[src/rtl/hcmd_pkg.sv]
package hcmd_pkg;
  localparam int NREG = 4;
  localparam int DW   = 8;

  typedef enum logic [7:0] {
    CMD_NONE  = 8'h00,
    CMD_QUERY = 8'h01,
    CMD_IDLE  = 8'h02,
    CMD_PWRDN = 8'h03,
    CMD_FLASH = 8'h04
  } cmd_e;

  typedef enum logic [7:0] {
    STS_OK    = 8'h00,
    STS_NO_AC = 8'h01,
    STS_UNK   = 8'h02
  } sts_e;

  localparam logic [7:0] SCOPE_FULL = 8'h01;

  // Host status byte: bit0 busy, bit1 grant, bit2 full image
  function automatic logic [7:0] pack_status(logic busy, logic grant, logic full);
    return {5'b0, full, grant, busy};
  endfunction

  function automatic logic is_set(logic [7:0] v);
    return v != 8'h00;
  endfunction
endpackage

[src/rtl/hcmd_regs.sv]
module hcmd_regs
  import hcmd_pkg::*;
(
  input  logic                     clk,
  input  logic                     rst_n,
  input  logic [NREG-1:0]          host_sel,
  input  logic [DW-1:0]            host_wdata,
  input  logic [NREG-1:0]          mcu_sel,
  input  logic [DW-1:0]            mcu_wdata,
  output logic [NREG-1:0][DW-1:0]  regs_q,
  output logic [NREG-1:0][DW-1:0]  regs_d
);
  for (genvar i = 0; i < NREG; i++) begin : g_reg
    logic [DW-1:0] r_q, r_d;
    if (i == 0) begin : g_host_first
      // command byte: host write has priority
      always_comb begin
        r_d = r_q;
        if (host_sel[i])     r_d = host_wdata;
        else if (mcu_sel[i]) r_d = mcu_wdata;
      end
    end else begin : g_mcu_first
      // argument bytes: microcontroller write has priority
      always_comb begin
        r_d = r_q;
        if (mcu_sel[i])       r_d = mcu_wdata;
        else if (host_sel[i]) r_d = host_wdata;
      end
    end
    always_ff @(posedge clk) begin
      if (!rst_n) r_q <= '0;
      else        r_q <= r_d;
    end
    assign regs_q[i] = r_q;
    assign regs_d[i] = r_d;
  end
endmodule

[src/rtl/hcmd_irq.sv]
module hcmd_irq (
  input  logic clk,
  input  logic rst_n,
  input  logic issue,
  input  logic cmd_zero_next,
  input  logic w1c,
  output logic pending
);
  always_ff @(posedge clk) begin
    if (!rst_n)             pending <= 1'b0;
    else if (issue)         pending <= 1'b1;
    else if (cmd_zero_next) pending <= 1'b0;
    else if (w1c)           pending <= 1'b0;
  end
endmodule

[src/rtl/hcmd_flash.sv]
module hcmd_flash
  import hcmd_pkg::*;
(
  input  logic          clk,
  input  logic          rst_n,
  input  logic          issue,
  input  logic [DW-1:0] issue_code,
  input  logic [DW-1:0] arg1_q,
  input  logic          done,
  input  logic [DW-1:0] arg1_d,
  input  logic          cfg_we,
  input  logic          cfg_bit,
  output logic          grant,
  output logic          full,
  output logic          core_hold
);
  logic flash_open;
  logic scope_full;

  always_ff @(posedge clk) begin
    if (!rst_n) begin
      flash_open <= 1'b0;
      scope_full <= 1'b0;
      grant      <= 1'b0;
    end else if (issue) begin
      flash_open <= (issue_code == CMD_FLASH);
      scope_full <= (arg1_q == SCOPE_FULL);
      grant      <= 1'b0;
    end else if (done) begin
      flash_open <= 1'b0;
      grant      <= flash_open && (arg1_d == STS_OK);
    end
  end

  assign full = grant && scope_full;

  always_ff @(posedge clk) begin
    if (!rst_n)      core_hold <= 1'b0;
    else if (cfg_we) core_hold <= cfg_bit;
  end
endmodule

[src/rtl/hcmd_mailbox.sv]
module hcmd_mailbox
  import hcmd_pkg::*;
#(
  parameter int                ADDR_W = 8,
  parameter logic [ADDR_W-1:0] BASE   = 8'h10
) (
  input  logic              clk,
  input  logic              rst_n,
  input  logic              host_we,
  input  logic [ADDR_W-1:0] host_addr,
  input  logic [7:0]        host_wdata,
  output logic [7:0]        host_rdata,
  input  logic              mcu_we,
  input  logic [ADDR_W-1:0] mcu_addr,
  input  logic [7:0]        mcu_wdata,
  output logic [7:0]        mcu_rdata,
  output logic              mcu_irq,
  output logic              core_hold
);
  localparam logic [ADDR_W-1:0] A_STAT = BASE + ADDR_W'(NREG);
  localparam logic [ADDR_W-1:0] A_CFG  = BASE + ADDR_W'(NREG + 1);

  logic [NREG-1:0]         host_sel, mcu_sel;
  logic [NREG-1:0][DW-1:0] regs_q, regs_d;
  logic [DW-1:0]           cmd_val;
  logic                    cmd_issue, cmd_done, pend_w1c, cfg_we;
  logic                    flash_grant_q, flash_full;

  for (genvar i = 0; i < NREG; i++) begin : g_dec
    assign host_sel[i] = host_we && (host_addr == BASE + ADDR_W'(i));
    assign mcu_sel[i]  = mcu_we  && (mcu_addr  == BASE + ADDR_W'(i));
  end

  hcmd_regs u_regs (
    .clk(clk), .rst_n(rst_n),
    .host_sel(host_sel), .host_wdata(host_wdata),
    .mcu_sel(mcu_sel), .mcu_wdata(mcu_wdata),
    .regs_q(regs_q), .regs_d(regs_d)
  );

  assign cmd_val   = regs_q[0];
  assign cmd_issue = host_sel[0] && is_set(host_wdata);
  assign cmd_done  = is_set(cmd_val) && !is_set(regs_d[0]);
  assign pend_w1c  = mcu_we && (mcu_addr == A_STAT) && mcu_wdata[0];
  assign cfg_we    = mcu_we && (mcu_addr == A_CFG);

  hcmd_irq u_irq (
    .clk(clk), .rst_n(rst_n),
    .issue(cmd_issue), .cmd_zero_next(!is_set(regs_d[0])),
    .w1c(pend_w1c), .pending(mcu_irq)
  );

  hcmd_flash u_flash (
    .clk(clk), .rst_n(rst_n),
    .issue(cmd_issue), .issue_code(host_wdata), .arg1_q(regs_q[1]),
    .done(cmd_done), .arg1_d(regs_d[1]),
    .cfg_we(cfg_we), .cfg_bit(mcu_wdata[0]),
    .grant(flash_grant_q), .full(flash_full), .core_hold(core_hold)
  );

  always_comb begin
    host_rdata = '0;
    for (int i = 0; i < NREG; i++)
      if (host_addr == BASE + ADDR_W'(i)) host_rdata = regs_q[i];
    if (host_addr == A_STAT)
      host_rdata = pack_status(is_set(cmd_val), flash_grant_q, flash_full);
  end

  always_comb begin
    mcu_rdata = '0;
    for (int i = 0; i < NREG; i++)
      if (mcu_addr == BASE + ADDR_W'(i)) mcu_rdata = regs_q[i];
    if (mcu_addr == A_STAT) mcu_rdata = {7'b0, mcu_irq};
    if (mcu_addr == A_CFG)  mcu_rdata = {7'b0, core_hold};
  end
endmodule

[config.mk]
export PLATFORM = sky130hd
export DESIGN_NAME = hcmd_mailbox
export DESIGN_NICKNAME = d
export VERILOG_FILES = /design/src/rtl/hcmd_pkg.sv /design/src/rtl/hcmd_regs.sv /design/src/rtl/hcmd_irq.sv /design/src/rtl/hcmd_flash.sv /design/src/rtl/hcmd_mailbox.sv
export SDC_FILE = /design/constraint.sdc
export NUM_CORES = 1
export LEC_CHECK = 0
export BUFFER_PORTS_ARGS = -buffer_cell sky130_fd_sc_hd__buf_4
export CAP_MARGIN = 30
export CORE_ASPECT_RATIO = 0.7
export CORE_UTILIZATION = 40
export CTS_CLUSTER_SIZE = 28
export DETAILED_ROUTE_END_ITERATION = 6
export HOLD_SLACK_MARGIN = 0.02
export PLACE_DENSITY = 0.71
export SLEW_MARGIN = 20
export SYNTH_ARGS = -nofsm -noshare
export SYNTH_HDL_FRONTEND = slang
export SYNTH_SLANG_ARGS = --single-unit
[constraint.sdc]
create_clock -name clk -period 5.7 [get_ports clk]
set_input_delay 1.14 -clock clk [delete_from_list [all_inputs] [get_ports clk]]
set_output_delay 1.14 -clock clk [all_outputs]
set_load 0.05 [all_outputs]
Word-level counts from Yosys, hierarchy flattened
Cells that the tools add are included.
{"block": "word_totals", "regBits": 37, "input_bits": 36, "out_inout_bits": 18}
{"block": "op_classes", "n_eq_ne": 14, "muxes": 24, "n_bitwise": 1, "n_reduce_logical": 24}
{"cell": "2-to-1 mux 8 bit", "count": 19}
{"cell": "== test 8 x 5 -> 1 bit, second input constant", "count": 11}
{"cell": "nonzero test 8 bit", "count": 3}
{"cell": "logical AND 1 bit", "count": 15}
{"cell": "== test 8 x 1 -> 1 bit, second input constant", "count": 1}
{"cell": "== test 8 x 3 -> 1 bit, second input constant", "count": 1}
{"cell": "zero test 8 bit", "count": 1}
{"cell": "nonzero test 2 bit", "count": 3}
{"cell": "2-to-1 mux 1 bit", "count": 5}
{"cell": "!= test 3 bit, second input constant", "count": 1}
{"cell": "OR reduction 2 bit", "count": 1}
{"cell": "zero test 1 bit", "count": 1}
{"cell": "NOT 1 bit", "count": 1}

Depth between registers and ports, before layout
Gate-level depths: netlist (run 1).
{"block": "logic_depth", "ltp_word": 9, "mapped_depth": 8, "mapped_depth_nobuf": 6}

Cells and area by module
Synthesis (run 1) repeated with hierarchy kept, for this count alone.
{"block": "hier_totals", "hier_cells": 291, "area_unflattened_um2": 2793.9}
{"mod": "hcmd_regs", "instances": 1, "cells_per_inst": 176, "area_per_inst_um2": 1749.2, "seq_area_each_um2": 640.6}
{"mod": "hcmd_mailbox", "instances": 1, "cells_per_inst": 89, "area_per_inst_um2": 783.3, "seq_area_each_um2": 0.0}
{"mod": "hcmd_flash", "instances": 1, "cells_per_inst": 23, "area_per_inst_um2": 221.5, "seq_area_each_um2": 80.1}
{"mod": "hcmd_irq", "instances": 1, "cells_per_inst": 3, "area_per_inst_um2": 40.0, "seq_area_each_um2": 20.0}

Worst setup path after synthesis (run 1)
Ideal clock, no wire load.
{"block": "synth_timing", "path_type": "input to output", "start": "in host_addr[0]", "end": "out host_rdata[1]", "arrival_ns": 2.777, "setup_slack_ns": 1.783, "stages": 4, "path_buffers": 1, "cell_sequence": "buf_1 -> mux4_2 -> nand2b_1 -> a21oi_1"}
{"block": "synth_via", "elab_chain_cells": 6, "word_cells_on_any_way": 10, "cone_classes": "eq/ne: 5; mux: 5"}
{"element": "from (decl)", "line": "hcmd_mailbox.sv:10", "rtl": "input logic [ADDR_W-1:0] host_addr,"}
{"element": "== test 8 x 5 -> 1 bit", "line": "hcmd_mailbox.sv:64", "rtl": "if (host_addr == BASE + ADDR_W'(i)) host_rdata = regs_q[i];"}
{"element": "2-to-1 mux 8 bit (4 in a row)", "line": "hcmd_mailbox.sv:64"}
{"element": "2-to-1 mux 8 bit *", "line": "hcmd_mailbox.sv:65", "rtl": "if (host_addr == A_STAT)"}
{"element": "to (decl)", "line": "hcmd_mailbox.sv:12", "rtl": "output logic [7:0] host_rdata,"}
Mark *: on every way between the ends. The rest lies on a longest branch, timed or not.

Worst setup path in the final report (run 1)
{"block": "layout_timing", "start": "in mcu_addr[5]", "end": "out mcu_rdata[7]"}
{"block": "layout_via", "elab_chain_cells": 7, "word_cells_on_any_way": 12, "cone_classes": "eq/ne: 6; mux: 6"}
{"element": "from (decl)", "line": "hcmd_mailbox.sv:14", "rtl": "input logic [ADDR_W-1:0] mcu_addr,"}
{"element": "== test 8 x 5 -> 1 bit", "line": "hcmd_mailbox.sv:72", "rtl": "if (mcu_addr == BASE + ADDR_W'(i)) mcu_rdata = regs_q[i];"}
{"element": "2-to-1 mux 8 bit (4 in a row)", "line": "hcmd_mailbox.sv:72"}
{"element": "2-to-1 mux 8 bit", "line": "hcmd_mailbox.sv:73", "rtl": "if (mcu_addr == A_STAT) mcu_rdata = {7'b0, mcu_irq};"}
{"element": "2-to-1 mux 8 bit *", "line": "hcmd_mailbox.sv:74", "rtl": "if (mcu_addr == A_CFG) mcu_rdata = {7'b0, core_hold};"}
{"element": "to (decl)", "line": "hcmd_mailbox.sv:16", "rtl": "output logic [7:0] mcu_rdata,"}
Marks and branches as above.

==> results.rst, run 1 <==
.. list-table::
   :header-rows: 1

   * - Metric
     - Value
   * - Status
     - finished, final reports clean
   * - Post-DRT Antenna Nets
     - 0
   * - Dominant cells by area after synthesis
     - sky130_fd_sc_hd__dfxtp_1, sky130_fd_sc_hd__mux4_2, sky130_fd_sc_hd__mux2i_1
   * - Height of the chip
     - 68.00 µm
   * - Number of placement rows
     - 23
   * - Worst R2R End
     - u_flash.grant
   * - Area enclosed by the die boundary
     - roughly 6500 µm²
   * - Core outline area
     - approximately 5900 µm²
   * - Yosys warnings
     - 0
   * - Number of hold-repair buffers added at the cts stage
     - 0
   * - Final hold violation count
     - 0
   * - Sequential cell area
     - 740.7 µm²
   * - Primary flip-flop cell chosen by synthesis mapping
     - sky130_fd_sc_hd__dfxtp_1
   * - Total vias in the final route
     - about 2500
   * - Average detailed-routed wire length per instance
     - approximately 20 µm
   * - FF-to-FF Start
     - u_regs.g_reg[1].r_q[4]
   * - Maximum capacitance violations
     - 0
   * - Post-synthesis xor/xnor area fraction
     - 0%
   * - Max Transition Viols Final
     - 0
   * - Post-CTS sizing
     - 0
   * - Cell area power density
     - roughly 170 nW/µm²
   * - Complex-gate fraction of the synthesized area
     - roughly 17%
   * - Number of clock sinks seen by CTS
     - 37
   * - First-pass GRT wire length
     - approximately 12000 µm
   * - Initial Utilization
     - 42.39%
   * - Worst setup path startpoint
     - mcu_addr[5]
   * - Cell with the most instances after synthesis
     - sky130_fd_sc_hd__nor2_1
   * - Antenna violations before repair
     - 0
   * - Buffer levels on the longest clock path
     - 2
   * - Deepest level of the CTS H-tree
     - 2
   * - Critical Setup Path Class
     - in2out
   * - Area share of the largest cell type after synthesis
     - between 20 and 30%
   * - Final setup violation count
     - 0
   * - Placed cell area
     - 2932 µm²
   * - Multiplexer share of the synthesized area
     - around a quarter
   * - Setup WS pre-CTS
     - between 1.5 and 2 ns
   * - NumNets Final
     - about 350
   * - Cells after DPL
     - between 300 and 400
   * - Total negative slack
     - 0 ns
   * - Vias/cell
     - between 6 and 7
   * - Transition time of the tightest slew-check pin
     - roughly 1 ns
   * - Crit path arrival time
     - between 2 and 3 ns
   * - Post-synthesis share of cell area spent on full adders, half adders and majority gates
     - 0%
   * - Dominant combinational cell family by area after synthesis
     - multiplexers
   * - Pin count of the biggest net entering global routing
     - 25
   * - Finished Layout Cells
     - just under 400
   * - Synth Cell Area
     - 2489 µm²
   * - RSZ-0062 raised after global routing
     - false
   * - TritonCTS clock tree
     - built
   * - R2R setup slack
     - between 4 and 5 ns
   * - Gp weighted congestion
     - 0.9251
   * - Static power due to leakage
     - about 0.0012 µW
   * - Clock skew
     - between 0.004 and 0.005 ns
   * - Buffers inserted by post-CTS timing repair
     - 0
   * - Worst endpoint required time
     - around 4.6 ns
   * - Min Tclk post-route
     - approximately 4 ns
   * - Class of the tightest hold or removal check
     - reg2reg
   * - Cell variety after synth
     - 46
   * - Area growth from synthesis to layout
     - 21.47%
   * - Capture point of the critical path
     - mcu_rdata[7]
   * - Total Routing Usage GR
     - about a quarter
   * - Clock Tree Root
     - sky130_fd_sc_hd__clkbuf_8
   * - Sequential cell area fraction in the yosys report
     - about 30%
   * - Final cell utilization of the core
     - roughly half
   * - Setup slack after layout
     - 1.771 ns
   * - Number of detailed-routing iterations run before antenna repair
     - 5
   * - Final instance area
     - around 3000 µm²
   * - Detailed placement HPWL
     - 5780 µm
   * - Filler cell count
     - 565
   * - Number of global-route vias before repair
     - 2233
   * - Number of CTS-inserted buffers
     - 5
   * - Tightest slew margin relative to the limit
     - roughly 34%
   * - Share of cells above drive strength 1
     - around a quarter
   * - I/O pin count
     - 54
   * - Total of flip-flops plus latches after synthesis
     - 37
   * - # port buffers
     - 53
   * - Number of antenna repair diodes
     - 0
   * - Maximum vdd ir drop
     - between 0.0001 and 0.00015 V
   * - Skew-Pair Late Insertion Delay
     - about 0.30 ns
   * - Die extent in x
     - ~96 µm
   * - Post-Synth Simple-Gate Area
     - a little under a quarter
   * - Combined area of the multi-input logic cells
     - 1662 µm²
   * - Setup crit end kind
     - output pin
   * - Element type at the critical path start
     - primary input
   * - Number of enable flip-flop cells after synthesis
     - 0
   * - Largest area contributor in the synthesized netlist
     - sky130_fd_sc_hd__dfxtp_1
   * - Syn_area_per_cell
     - just over 9 µm²
   * - DRC errors left
     - 0
   * - Worst Reg-to-Reg Cells
     - 5
   * - Number of nets produced by synthesis
     - around 310
   * - Ys async rst share
     - 0%
   * - List of most frequent post-synthesis cells
     - sky130_fd_sc_hd__nor2_1, sky130_fd_sc_hd__dfxtp_1, sky130_fd_sc_hd__mux2i_1
   * - Critical Path Fanout Max
     - 10
   * - Post-Route WL
     - slightly below 8000 µm
   * - Instance count of the mapped netlist
     - between 200 and 300
   * - Total global routing overflow
     - 0
   * - Initial drt markers
     - 216
   * - Share of the cycle needed by the critical path after routing
     - ~69%
   * - Worst-path clk slew
     - 0.08 ns
   * - FMAX
     - roughly 0.25 GHz
==> layout make-up <==
type	count	area share [%]
Clock buffer	5	2.276
Clock inverter	3	0.7450
Inverter	6	0.7450
Multi-Input combinational cell	213	54.97
Sequential cell	37	24.50
Tap cell	75	3.104
Timing Repair Buffer	54	13.66
==> layout by cell type (no fill, tap or decap), types with 2 or more instances in the layout <==
master | Yosys | routed
sky130_fd_sc_hd__buf_4 | 1 | 53
sky130_fd_sc_hd__nor2_1 | 42 | 42
sky130_fd_sc_hd__dfxtp_1 | 37 | 37
sky130_fd_sc_hd__mux2i_1 | 29 | 29
sky130_fd_sc_hd__a211oi_1 | 28 | 28
sky130_fd_sc_hd__mux4_2 | 16 | 16
sky130_fd_sc_hd__nand2_1 | 11 | 11
sky130_fd_sc_hd__a21oi_1 | 10 | 10
sky130_fd_sc_hd__and2_1 | 8 | 8
sky130_fd_sc_hd__nand3_1 | 8 | 8
sky130_fd_sc_hd__inv_1 | 6 | 6
sky130_fd_sc_hd__nor4_1 | 6 | 6
sky130_fd_sc_hd__and3_1 | 5 | 5
sky130_fd_sc_hd__nand4_1 | 5 | 5
sky130_fd_sc_hd__clkbuf_8 | 0 | 5
sky130_fd_sc_hd__nand2b_1 | 4 | 4
sky130_fd_sc_hd__nor3_2 | 3 | 3
sky130_fd_sc_hd__nor3_1 | 3 | 3
sky130_fd_sc_hd__o21ai_0 | 3 | 3
sky130_fd_sc_hd__o21ai_1 | 3 | 3
sky130_fd_sc_hd__or3_1 | 2 | 2
sky130_fd_sc_hd__o31ai_1 | 2 | 2
sky130_fd_sc_hd__o211ai_1 | 2 | 2
sky130_fd_sc_hd__o211a_1 | 2 | 2
sky130_fd_sc_hd__clkinv_4 | 0 | 2
==> sequential cells by signal, summed over array words and instances, names as in the netlist <==
| register | cells |
|---|---|
| u_regs.g.r_q | 32 |
| u_flash.core_hold | 1 |
| u_flash.flash_open | 1 |
| u_flash.grant | 1 |
| u_flash.scope_full | 1 |
| u_irq.pending | 1 |
==> report_power, final <==
| group | internal (µW) | switching [µW] |
|---|---|---|
| logic | 27.7 | 37.1 |
| clock network | 86.7 | 105 |
| registers | 259 | 0.847 |
==> per-layer routing <==
| metal | GRT usage (%) | wire length [µm] | vias to the layer above |
|---|---|---|---|
| met1 | 37.46 | 3437 | 1181 |
| met3 | 5.778 | 806 | 11 |
| met2 | 38.30 | 3361 | 142 |
| met4 | 5.970 | 79 | 0 |
| li1 | - | - | 1138 |
| met5 | 0 | 0 | - |
==> cell families after synthesis <==
family,after synthesis
flops,37
buf+inv,22
simple gates,107
compound gates,60
mux,46
==> per-stage QoR <==
stage,hold slack [ns],total power (µW)
global placement,0.4830,327.5
CTS,0.4961,517.8
floorplan,0.4530,290.8
global route,0.5435,537.8
detailed placement,0.4851,329.2
finish,0.4991,516.7
==> worst max-delay path: stages <==
cell and delay (ns):
sky130_fd_sc_hd__buf_4 0.11, sky130_fd_sc_hd__or4b_1 0.63, sky130_fd_sc_hd__nor3_2 0.50, sky130_fd_sc_hd__and2_1 0.22
sky130_fd_sc_hd__buf_4 0.19
==> worst min path at each step <==
stage / startpoint / endpoint / slack, ns / cells after the start
after floorplan: u_flash.grant / u_flash.grant / 0.45 / 2
after detailed placement: u_flash.grant / u_flash.grant / 0.49 / 2
final: u_flash.grant / u_flash.grant / 0.50 / 2
after global placement: u_flash.grant / u_flash.grant / 0.48 / 2
after CTS: u_flash.grant / u_flash.grant / 0.50 / 2
after global routing: u_flash.grant / u_flash.grant / 0.54 / 2
Power figures use the tool's default switching activity.
==> run 2: changes to the inputs <==
Settings changed: PLACE_DENSITY 0.71 to 0.73.
Clock period 5.7 ns to 3.5 ns, I/O delays scaled along.
==> run 2 against run 1 <==
Sequential share of layout area shrank 0.36 points. Sequential power up 63%. Cell count rose by 1.5%. Cell area up 1.5%. Power up 63%. Via count is 0.85% higher.
==> results.rst, run 2 (synthesis results as in run 1) <==
.. list-table::
   :header-rows: 1

   * - Metric
     - Value
   * - Combined area of the multi-input logic cells
     - 1662 µm² (unchanged)
   * - Skew-Pair Late Insertion Delay
     - 0.30 ns (about the same)
   * - Register with the most flip-flops
     - u_regs.g.r_q (unchanged)
   * - Pin count of the biggest net entering global routing
     - 19 (was 25)
   * - CP max stage delay
     - 0.62 ns (was 0.63 ns)
   * - First-pass GRT wire length
     - 12180 µm (was 12030 µm)
   * - Worst endpoint required time
     - 2.80 ns (was 4.56 ns)
   * - Core outline area
     - 5871 µm² (unchanged)
   * - Hold Startpoint
     - u_flash.scope_full (was u_flash.grant)
   * - Vias/cell
     - 6.248 (was 6.290)
   * - Post-DRT Antenna Nets
     - 0 (unchanged)
   * - Most numerous cell on the critical path
     - sky130_fd_sc_hd__buf_4 (unchanged)
   * - Maximum vdd ir drop
     - 0.0001629 V (was 0.0001252 V)
   * - Sequential cell area
     - 740.7 µm² (unchanged)
   * - Cell area power density
     - 274.0 nW/µm² (was 170.9 nW/µm²)
   * - Final hold violation count
     - 0 (unchanged)
   * - Height of the chip
     - 68.00 µm (unchanged)
   * - Area enclosed by the die boundary
     - 6546 µm² (unchanged)
   * - List of cells traversed by the critical path
     - buf_4 -> or4b_1 -> nor3_2 -> and2_1 -> buf_4 (unchanged)
   * - Setup slack after layout
     - 0.4440 ns (was 1.771 ns)
   * - I/O pin count
     - 54 (unchanged)
   * - Post-Route WL
     - 7860 µm (was 7685 µm)
   * - Number of hold-repair buffers added at the cts stage
     - 0 (unchanged)
   * - Number of detailed-routing iterations run before antenna repair
     - 4 (was 5)
   * - Clock skew
     - 0.007763 ns (was 0.004893 ns)
   * - Total vias in the final route
     - 2493 (was 2472)
   * - Detailed placement HPWL
     - 5981 µm (was 5780 µm)
   * - CP max-delay cell
     - sky130_fd_sc_hd__or4b_1 (unchanged)
   * - Die extent in x
     - 96.28 µm (unchanged)
   * - Worst-path clk slew
     - 0.08 ns (about the same)
   * - Total global routing overflow
     - 0 (unchanged)
   * - Worst Hold Path Cells
     - 2 (unchanged)
   * - Global routing usage on met2
     - 36.17% (was 38.30%)
   * - Setup crit end kind
     - output pin (unchanged)
   * - Deepest level of the CTS H-tree
     - 2 (unchanged)
   * - FF-to-FF Start
     - u_regs.g_reg[1].r_q[4] (unchanged)
   * - Class of the tightest hold or removal check
     - reg2reg (unchanged)
   * - Average detailed-routed wire length per instance
     - 19.70 µm (was 19.55 µm)
   * - Number of antenna repair diodes
     - 0 (unchanged)
   * - Number of placement rows
     - 23 (unchanged)
   * - Maximum capacitance violations
     - 0 (unchanged)
   * - Highest-count cells in the layout ignoring fill and taps
     - sky130_fd_sc_hd__buf_4, sky130_fd_sc_hd__nor2_1, sky130_fd_sc_hd__dfxtp_1 (unchanged)
   * - Final setup violation count
     - 0 (unchanged)
   * - Met1 capacity usage during global routing
     - 38.60% (was 37.46%)
   * - Critical Path Fanout Max
     - 10 (unchanged)
   * - Share of cells above drive strength 1
     - 28.09% (was 26.73%)
   * - FMAX
     - approximately 0.33 GHz
   * - Static power due to leakage
     - 0.001274 µW (was 0.001247 µW)
   * - Buffers inserted by post-CTS timing repair
     - 0 (unchanged)
   * - Critical Setup Path Class
     - in2out (unchanged)
   * - Total Routing Usage GR
     - 25.55% (was 25.66%)
   * - Transition time of the tightest slew-check pin
     - 0.6334 ns (was 0.9840 ns)
   * - Global route hottest layer
     - met1 (was met2)
   * - Overall power consumption
     - 840.5 µW (was 516.7 µW)
   * - R2R setup slack
     - 1.85 ns (was 4.04 ns)
   * - DRC errors left
     - 0 (unchanged)
   * - Worst Hold Endpoint
     - u_flash.scope_full (was u_flash.grant)
   * - Tightest slew margin relative to the limit
     - 57.73% (was 34.05%)
   * - Status
     - finished, final reports clean (unchanged)
   * - Crit path arrival time
     - 2.36 ns (was 2.79 ns)
   * - TritonCTS clock tree
     - built (unchanged)
   * - Initial drt markers
     - 268 (was 216)
   * - Most common cell after layout, fill and taps aside
     - sky130_fd_sc_hd__buf_4 (unchanged)
   * - NumNets Final
     - 359 (was 353)
   * - # port buffers
     - 53 (unchanged)
   * - Clock Tree Root
     - sky130_fd_sc_hd__clkbuf_8 (unchanged)
   * - Worst R2R End
     - u_flash.grant (unchanged)
   * - Initial Utilization
     - 42.39% (unchanged)
   * - Max Transition Viols Final
     - 0 (unchanged)
   * - Total negative slack
     - 0 ns (unchanged)
   * - Number of clock sinks seen by CTS
     - 37 (unchanged)
   * - Gp weighted congestion
     - 0.9020 (was 0.9251)
   * - Setup WS pre-CTS
     - 0.4048 ns (was 1.765 ns)
   * - RSZ-0062 raised after global routing
     - false (unchanged)
   * - Filler cell count
     - 554 (was 565)
   * - Element type at the critical path start
     - primary input (unchanged)
   * - Antenna violations before repair
     - 0 (unchanged)
   * - Number of global-route vias before repair
     - 2254 (was 2233)
   * - Met3 demand-to-capacity share in global routing
     - 5.444% (was 5.778%)
   * - Post-CTS sizing
     - 0 (unchanged)
   * - Buffer levels on the longest clock path
     - 2 (unchanged)
   * - Min Tclk post-route
     - 3.056 ns
   * - Share of the cycle needed by the critical path after routing
     - roughly 87%
   * - Max FFs per register
     - 32 (unchanged)
   * - Area growth from synthesis to layout
     - 23.28% (was 21.47%)
   * - Number of CTS-inserted buffers
     - 5 (unchanged)
   * - Worst Reg-to-Reg Cells
     - 5 (unchanged)
## run 2: layer usage
| metal | vias to the layer above | share of wire, % |
|---|---|---|
| li1 | 1149 | - |
| met4 | 0 | 1.1 |
| met2 | 160 | 42 |
| met1 | 1171 | 45 |
| met3 | 13 | 11 |
| met5 | - | 0 |
## run 2: worst max path at each step
stage,startpoint,to,slack [ns]
2_1_floorplan,host_addr[0],host_rdata[1],0.46
3_3_place_gp,host_addr[5],u_flash.grant,0.46
3_5_place_dp,host_addr[5],u_flash.grant,0.40
4_1_cts,mcu_addr[5],mcu_rdata[2],0.44
5_1_grt,mcu_addr[5],mcu_rdata[0],0.37
6_report,mcu_addr[5],mcu_rdata[2],0.44
## run 2: layout make-up
type                       instances  area share (%)
sequential                        37           24.14
multi-input combinational        213           54.16
clock inverter                     3          0.7341
tap                               75           3.059
clock buffer                       5           2.243
inverter                           6          0.7341
timing repair buffer              60           14.93
## run 2: worst max-delay path: cells and delay by family
family	cells	cell delay [ns]
buffers and inverters	2	0.30
and+or+nand+nor	3	1.35
## run 2: through the flow
step | hold WS [ns] | area [µm²] | utilization [%] | cells
2_1_floorplan | 0.4530 | 2489 | - | 272
3_3_place_gp | 0.4841 | 2962 | 50.45 | 390
3_5_place_dp | 0.4852 | 2977 | 50.70 | 391
4_1_cts | 0.5039 | 3068 | 52.26 | 399
5_1_grt | 0.5299 | 3068 | 52.26 | 399
6_report | 0.5101 | 3068 | 52.26 | 399
## run 2: power breakdown
part	internal (µW)	switching (µW)
sequential	422	1.45
combinational	45.6	61.5
clock	141	169
total	609	232
